==> config.mk <==
export PLATFORM = sky130hd
export DESIGN_NAME = mlg_stair_enc
export DESIGN_NICKNAME = d
export VERILOG_FILES = /design/src/rtl/mlg_pkg.sv /design/src/rtl/mlg_cfg_regs.sv /design/src/rtl/mlg_zone_sel.sv /design/src/rtl/mlg_leg_dt.sv /design/src/rtl/mlg_stair_enc.sv
export SDC_FILE = /design/constraint.sdc
export NUM_CORES = 1
export LEC_CHECK = 0
export ABC_AREA = 1
export BUFFER_PORTS_ARGS = -buffer_cell sky130_fd_sc_hd__buf_2
export CAP_MARGIN = 10
export CELL_PAD_IN_SITES_DETAIL_PLACEMENT = 0
export CELL_PAD_IN_SITES_GLOBAL_PLACEMENT = 1
export CORE_ASPECT_RATIO = 0.8
export CORE_MARGIN = 3
export CORE_UTILIZATION = 45
export DETAILED_ROUTE_END_ITERATION = 8
export PLACE_DENSITY = 0.81
export REMOVE_ABC_BUFFERS = 1
export SYNTH_ARGS = -nofsm -noshare
export SYNTH_HDL_FRONTEND = slang
export SYNTH_HIERARCHICAL = 1
export SYNTH_SLANG_ARGS = --single-unit
==> constraint.sdc <==
create_clock -name clk -period 8.53 [get_ports clk]
set_clock_uncertainty 0.15 [all_clocks]
set_input_delay 1.706 -clock clk [delete_from_list [all_inputs] [get_ports clk]]
set_output_delay 1.706 -clock clk [all_outputs]
set_load 0.05 [all_outputs]
==> src/rtl/mlg_pkg.sv <==
package mlg_pkg;
   // Drive state of one half-bridge leg
   typedef enum logic [1:0] {
      LEG_OFF = 2'd0,
      LEG_HI  = 2'd1,
      LEG_LO  = 2'd2
   } leg_drv_e;
endpackage

==> src/rtl/mlg_cfg_regs.sv <==
module mlg_cfg_regs #(
   parameter int REF_W     = 16,
   parameter int N_STEPS   = 7,
   parameter int ADDR_W    = 3,
   parameter int DT_W      = 8,
   parameter int DEAD_INIT = 4
) (
   input  logic                            clk,
   input  logic                            rst,
   input  logic                            we_i,
   input  logic [ADDR_W-1:0]               addr_i,
   input  logic [REF_W-1:0]                wdata_i,
   output logic [N_STEPS-1:0][REF_W-1:0]   thr_o,
   output logic [DT_W-1:0]                 dead_o
);
   // Threshold n sits at (n - 0.5)/N_STEPS of positive full scale
   function automatic logic [REF_W-1:0] thr_default(int n);
      longint fs;
      longint v;
      fs = (longint'(1) << (REF_W - 1)) - 1;
      v  = ((longint'(2 * n - 1) * fs) + longint'(N_STEPS)) / longint'(2 * N_STEPS);
      return REF_W'(v);
   endfunction

   logic [N_STEPS-1:0][REF_W-1:0] thr_q;
   logic [DT_W-1:0]               dead_q;

   generate
      for (genvar i = 0; i < N_STEPS; i++) begin : g_thr
         localparam logic [REF_W-1:0] THR_RST = thr_default(i + 1);
         always_ff @(posedge clk) begin
            if (rst) begin
               thr_q[i] <= THR_RST;
            end else if (we_i && (addr_i == ADDR_W'(i))) begin
               thr_q[i] <= wdata_i;
            end
         end
      end
   endgenerate

   always_ff @(posedge clk) begin
      if (rst) begin
         dead_q <= DT_W'(DEAD_INIT);
      end else if (we_i && (addr_i == ADDR_W'(N_STEPS))) begin
         dead_q <= wdata_i[DT_W-1:0];
      end
   end

   assign thr_o  = thr_q;
   assign dead_o = dead_q;
endmodule

==> src/rtl/mlg_zone_sel.sv <==
module mlg_zone_sel #(
   parameter int REF_W     = 16,
   parameter int N_STEPS   = 7,
   parameter int CNT_W     = 3,
   parameter bit INCLUSIVE = 1'b1
) (
   input  logic signed [REF_W-1:0]        ref_i,
   input  logic [N_STEPS-1:0][REF_W-1:0]  thr_i,
   output logic signed [CNT_W:0]          level_o
);
   logic [REF_W-1:0]   ref_u;
   logic [REF_W-1:0]   mag;
   logic [N_STEPS-1:0] hit;
   logic [CNT_W-1:0]   cnt;
   logic [CNT_W:0]     ext;
   logic               neg;

   assign ref_u = ref_i;
   // Full-width magnitude: the most negative code maps to 2^(REF_W-1)
   assign mag   = ref_u[REF_W-1] ? (~ref_u + 1'b1) : ref_u;

   generate
      if (INCLUSIVE) begin : g_incl
         for (genvar i = 0; i < N_STEPS; i++) begin : g_cmp
            assign hit[i] = (mag >= thr_i[i]);
         end
      end else begin : g_excl
         for (genvar i = 0; i < N_STEPS; i++) begin : g_cmp
            assign hit[i] = (mag > thr_i[i]);
         end
      end
   endgenerate

   always_comb begin
      cnt = '0;
      for (int i = 0; i < N_STEPS; i++) begin
         cnt = cnt + CNT_W'(hit[i]);
      end
   end

   assign ext     = {1'b0, cnt};
   assign neg     = ref_u[REF_W-1] && (cnt != '0);
   assign level_o = neg ? (~ext + 1'b1) : ext;
endmodule

==> src/rtl/mlg_leg_dt.sv <==
module mlg_leg_dt
   import mlg_pkg::*;
#(
   parameter int DT_W = 8
) (
   input  logic            clk,
   input  logic            rst,
   input  logic            en_i,
   input  leg_drv_e        tgt_i,
   input  logic [DT_W-1:0] dead_i,
   output leg_drv_e        drv_o
);
   leg_drv_e        cur_q;
   logic [DT_W-1:0] cnt_q;

   always_ff @(posedge clk) begin
      if (rst) begin
         cur_q <= LEG_OFF;
         cnt_q <= '0;
      end else if (en_i) begin
         if (cur_q != LEG_OFF) begin
            // Break first: any change of side passes through off
            if (tgt_i != cur_q) begin
               cur_q <= LEG_OFF;
               cnt_q <= dead_i;
            end
         end else if (cnt_q != '0) begin
            cnt_q <= cnt_q - 1'b1;
         end else begin
            cur_q <= tgt_i;
         end
      end
   end

   assign drv_o = cur_q;
endmodule

==> src/rtl/mlg_stair_enc.sv <==
module mlg_stair_enc
   import mlg_pkg::*;
#(
   parameter int  N_BRIDGE  = 3,
   parameter int  REF_W     = 16,
   parameter int  DT_W      = 8,
   parameter int  DEAD_INIT = 4,
   parameter bit  INCLUSIVE = 1'b1,
   localparam int N_STEPS   = (1 << N_BRIDGE) - 1,
   localparam int LVL_W     = N_BRIDGE + 1,
   localparam int ADDR_W    = $clog2(N_STEPS + 1),
   localparam int N_GATE    = 4 * N_BRIDGE
) (
   input  logic                    clk,
   input  logic                    rst,
   input  logic                    smp_valid_i,
   input  logic signed [REF_W-1:0] smp_ref_i,
   input  logic                    cfg_we_i,
   input  logic [ADDR_W-1:0]       cfg_addr_i,
   input  logic [REF_W-1:0]        cfg_wdata_i,
   output logic signed [LVL_W-1:0] level_o,
   output logic [N_GATE-1:0]       gate_o
);
   // Elaboration-time parameter checks
   generate
      if (N_BRIDGE < 1 || N_BRIDGE > 4) begin : g_bad_nb
         $error("N_BRIDGE must be within 1..4");
      end
      if (REF_W < N_BRIDGE + 3 || REF_W > 30) begin : g_bad_refw
         $error("REF_W out of supported range");
      end
      if (DT_W < 1 || DT_W > REF_W) begin : g_bad_dtw
         $error("DT_W must be within 1..REF_W");
      end
      if (DEAD_INIT < 0 || DEAD_INIT >= (1 << DT_W)) begin : g_bad_dead
         $error("DEAD_INIT does not fit DT_W");
      end
   endgenerate

   logic [N_STEPS-1:0][REF_W-1:0] thr;
   logic [DT_W-1:0]               dead;
   logic signed [LVL_W-1:0]       lvl_d;
   logic signed [LVL_W-1:0]       level_q;
   logic                          armed_q;
   logic                          lvl_neg;
   logic [N_BRIDGE-1:0]           lvl_mag;

   mlg_cfg_regs #(
      .REF_W    (REF_W),
      .N_STEPS  (N_STEPS),
      .ADDR_W   (ADDR_W),
      .DT_W     (DT_W),
      .DEAD_INIT(DEAD_INIT)
   ) u_cfg (
      .clk    (clk),
      .rst    (rst),
      .we_i   (cfg_we_i),
      .addr_i (cfg_addr_i),
      .wdata_i(cfg_wdata_i),
      .thr_o  (thr),
      .dead_o (dead)
   );

   mlg_zone_sel #(
      .REF_W    (REF_W),
      .N_STEPS  (N_STEPS),
      .CNT_W    (N_BRIDGE),
      .INCLUSIVE(INCLUSIVE)
   ) u_zone (
      .ref_i  (smp_ref_i),
      .thr_i  (thr),
      .level_o(lvl_d)
   );

   always_ff @(posedge clk) begin
      if (rst) begin
         level_q <= '0;
         armed_q <= 1'b0;
      end else if (smp_valid_i) begin
         level_q <= lvl_d;
         armed_q <= 1'b1;
      end
   end

   assign lvl_neg = level_q[LVL_W-1];
   assign lvl_mag = lvl_neg ? (~level_q[N_BRIDGE-1:0] + 1'b1) : level_q[N_BRIDGE-1:0];

   generate
      for (genvar b = 0; b < N_BRIDGE; b++) begin : g_br
         leg_drv_e tgt_a;
         leg_drv_e tgt_b;
         leg_drv_e drv_a;
         leg_drv_e drv_b;

         // Inactive bridge freewheels on both lower switches
         always_comb begin
            tgt_a = LEG_LO;
            tgt_b = LEG_LO;
            if (lvl_mag[b]) begin
               if (lvl_neg) begin
                  tgt_b = LEG_HI;
               end else begin
                  tgt_a = LEG_HI;
               end
            end
         end

         mlg_leg_dt #(.DT_W(DT_W)) u_leg_a (
            .clk   (clk),
            .rst   (rst),
            .en_i  (armed_q),
            .tgt_i (tgt_a),
            .dead_i(dead),
            .drv_o (drv_a)
         );

         mlg_leg_dt #(.DT_W(DT_W)) u_leg_b (
            .clk   (clk),
            .rst   (rst),
            .en_i  (armed_q),
            .tgt_i (tgt_b),
            .dead_i(dead),
            .drv_o (drv_b)
         );

         assign gate_o[4*b+0] = (drv_a == LEG_HI);
         assign gate_o[4*b+1] = (drv_a == LEG_LO);
         assign gate_o[4*b+2] = (drv_b == LEG_HI);
         assign gate_o[4*b+3] = (drv_b == LEG_LO);
      end
   endgenerate

   assign level_o = level_q;
endmodule

==> results.py <==
metrics = {
    "outcome": {
        "status": "completed",
    },
    "pwr": {
        "clock_power_share_pct": 21.6,
        "leakagePower_nw": 7.02,
        "power.switching_w": 0.00171,
        "vdd.ir_drop.worst_mv": 0.159,
        "power.share.combinational_pct": 48.5,
        "p_seq_share_pct": 30.0,
        "intPower_w": 0.00210,
        "power.share.switching_pct": 44.9,
        "cellPowerDensity_nw_per_um2": 278,
    },
    "grt": {
        "antenna_violations_before_repair": 2,
        "overflow": 0,
        "first_global_vias": 10800,
        "grt_pass1_wl_mm": 58.6,
        "global_route.usage.total_pct": 25.1,
        "largest_net_degree_at_the_start_of_global_routing": 71,
    },
    "clock_tree": {
        "ctsResizeCount": 0,
        "cts_max_level": 4,
        "postCtsHoldBufs": 0,
        "cts-buffers-inserted": 17,
        "cts-root-to-sink-buffers": 2,
        "clock-sinks": 185,
        "tritoncts": "built",
        "clk_latency_ns": 0.46,
        "root_buffer": "sky130_fd_sc_hd__clkbuf_16",
        "cts.repair_timing.setup_buffer_count": 0,
        "clk_transition_reported_paths_ns": 0.07,
    },
    "floorplanning": {
        "die_h_um": 155,
        "die_w_um": 193,
        "initial_utilization_pct": 45.8,
        "placement_rows": 54,
        "fp.dieArea_um2": 29900,
        "core_area_um2": 27400,
        "total_i_o_pin_count": 55,
    },
    "synth": {
        "post_synth_inst_count": 1929,
        "share_of_yosys_cell_area_claimed_by_the_top_area_cell_type_pct": 29.5,
        "yosysWarningCount": 6,
        "postSynth.asyncResetShare_pct": 0,
        "number_of_flops_mapped_to_enable_cells_by_yosys": 0,
        "synth.ff_latch_count": 185,
        "synth.cell_area_um2": 12500,
        "yosysTopAreaCell": "sky130_fd_sc_hd__dfxtp_1",
        "syn_avg_cell_area_um2": 6.50,
        "top_ff_cell_synth": "sky130_fd_sc_hd__dfxtp_1",
        "synth.area.top_cells": "sky130_fd_sc_hd__dfxtp_1 30%, sky130_fd_sc_hd__nand2_1 14%, sky130_fd_sc_hd__ha_1 12%",
        "synth_sequential_area_ratio_pct": 29.5,
        "post_synth_num_cell_types": 38,
    },
    "flow_run": {
        "max_cap_violations": 0,
    },
    "setup_path": {
        "startpoint_type": "primary input",
        "reg2reg_setup_slack_ns": 3.90,
        "timing.critical_path.max_delay_family": "adder cells",
        "critPathLaunch": "smp_ref_i[0]",
        "timing.critical_path.to": "level_o[3]$_SDFFE_PP0P_",
        "worst-setup-path-type": "in2reg",
        "setup.worst_path.end_class": "flip-flop",
        "crit_slowest_cell": "sky130_fd_sc_hd__xor2_1",
        "rr_endpoint": "level_o[3]$_SDFFE_PP0P_",
        "timing.critical_path.required_ns": 8.77,
        "rr_startpoint": "u_cfg/thr_o[22]$_SDFFE_PP1P_",
        "slowest_delay_ns": 0.68,
        "critPathBufInv": 7,
        "crit_fanout": 9,
        "timing.reg2reg.worst_path_depth": 27,
        "critical_path_arrival_ns": 7.43,
        "cp_num_cells": 30,
    },
    "place": {
        "place.detailed.instances": 2313,
        "numPortBuffers": 54,
        "place.gp.congestion": 0.868,
        "place_hpwl_mm": 26.4,
    },
    "sta": {
        "achievable-frequency_mhz": 139,
        "max_slew_margin_pct": 18.7,
        "setup_total_negative_slack_ns": 0,
        "finalSetupViolCount": 0,
        "rsz0062_at_grt": "no",
        "worst_slew_pin_slew_ns": 1.22,
        "report.final.slew_viol_count": 0,
        "min_period_over_period_pct": 84.3,
        "report.final.hold_viol_count": 0,
        "final_critical_delay_including_setup_and_external_delays_ns": 7.19,
    },
    "final_layout": {
        "filler_cell_count": 2890,
        "layout.nets": 2135,
        "layout.area.seq_um2": 3700,
        "drive_above_1_share_pct": 9.44,
        "commonest_non_fill_non_tap_cell_in_the_layout": "sky130_fd_sc_hd__nand2_1",
        "area_delta_synth_final_pct": 9.06,
        "layout.cells.most_common_list": "472 x sky130_fd_sc_hd__nand2_1, 327 x sky130_fd_sc_hd__nor2_1, 282 x sky130_fd_sc_hd__inv_1",
        "finish.cell_count_without_fillers": 2346,
        "multi_input_comb_area_um2": 7470,
    },
    "routing": {
        "drtAntennaViolNets": 0,
        "via_count": 11700,
        "drt_pass1_iterations": 5,
        "avg_wl_per_cell_um": 15.6,
        "detail_route.drc_violations": 0,
        "drt_iter0_markers": 836,
        "post_drt_via_cell_ratio": 4.97,
        "detail_route.wirelength_mm": 36.6,
    },
    "min_path": {
        "worst_hold_path_type": "reg2reg",
    },
}
==> synth_stat cells (13+ instances only) <==
master	instances
sky130_fd_sc_hd__nor2_1	327
sky130_fd_sc_hd__nor2_4	15
sky130_fd_sc_hd__o21ai_0	90
sky130_fd_sc_hd__buf_2	23
sky130_fd_sc_hd__nand4_1	13
sky130_fd_sc_hd__a21oi_1	83
sky130_fd_sc_hd__nand3_1	169
sky130_fd_sc_hd__inv_1	283
sky130_fd_sc_hd__ha_1	125
sky130_fd_sc_hd__dfxtp_1	185
sky130_fd_sc_hd__nor2_2	15
sky130_fd_sc_hd__nand2_1	472
sky130_fd_sc_hd__nand2_2	13
==> state kept, by name (all words and copies together) (netlist names) <==
register            flops
u_cfg/thr_o           112
g_br.u_leg_a/cnt_q     24
g_br.u_leg_b/cnt_q     24
u_cfg/dead_o            8
g_br.u_leg_a/drv_o      6
g_br.u_leg_b/drv_o      6
level_o                 4
armed_q                 1
==> worst min path at each step <==
stage                                  startpoint                       endpoint  slack (ns)  cells after the start
detailed placement  u_cfg/thr_o[106]$_SDFFE_PP1P_  u_cfg/thr_o[106]$_SDFFE_PP1P_        0.30                      2
CTS                 u_cfg/thr_o[106]$_SDFFE_PP1P_  u_cfg/thr_o[106]$_SDFFE_PP1P_        0.31                      2
global placement    u_cfg/thr_o[100]$_SDFFE_PP1P_  u_cfg/thr_o[100]$_SDFFE_PP1P_        0.29                      2
floorplan           u_cfg/thr_o[100]$_SDFFE_PP1P_  u_cfg/thr_o[100]$_SDFFE_PP1P_        0.28                      2
finish              u_cfg/thr_o[106]$_SDFFE_PP1P_  u_cfg/thr_o[106]$_SDFFE_PP1P_        0.31                      2
global route         u_cfg/thr_o[99]$_SDFFE_PP1P_   u_cfg/thr_o[99]$_SDFFE_PP1P_        0.34                      2
==> stage by stage <==
step	hold slack [ns]	area, um2	setup WS (ns)	util (%)	total power (W)
after CTS	0.314	13700	1.38	50.0	0.00382
after global routing	0.337	13700	0.973	50.0	0.00420
after floorplan	0.279	12300	1.84	-	0.00262
after global placement	0.289	13100	1.09	47.8	0.00296
final	0.314	13700	1.34	50.0	0.00381
after detailed placement	0.296	13100	0.919	47.8	0.00299
==> power by group through the flow <==
stage	logic, W	registers, W	clock network [W]
after floorplan	0.00148	0.00114	0
after global placement	0.00180	0.00116	0
after global routing	0.00216	0.00117	0.000876
after detailed placement	0.00183	0.00116	0
final	0.00185	0.00114	0.000821
after CTS	0.00184	0.00114	0.000839
==> layout make-up <==
cell class	count	share of cell area, %
multi-input combinational	1404	54.6
tap	364	3.33
sequential	185	27.1
timing repair buffer	62	2.41
clock inverter	13	1.04
antenna	1	0.0183
inverter	298	8.30
clock buffer	19	3.24
==> metal layers <==
layer,up-vias,share of wire (%),global-route usage (%)
met3,22,5.9,5.29
met2,248,44,38.8
met1,5274,49,35.7
met4,0,1.2,6.28
li1,6120,-,-
met5,-,0,0
==> worst reg2reg max path, delay by kind of cell (launching register included) <==
family	cells	cell delay, ns
AO/OA/AOI/OAI	2	0.29
adder cells (fa/ha/maj)	8	2.68
buffers and inverters	8	0.43
flip-flops	1	0.34
AND/OR/NAND/NOR	9	0.69
==> cells by family after synthesis <==
family / synth area share, %
AOI/OAI and AO/OA: 8.10
adders and majority gates: 12.9
DFF: 29.5
buffers and inverters: 10.9
and+or+nand+nor: 37.4
xor gates and xnor gates: 1.12
No activity file was read; power rests on OpenSTA's default activity.
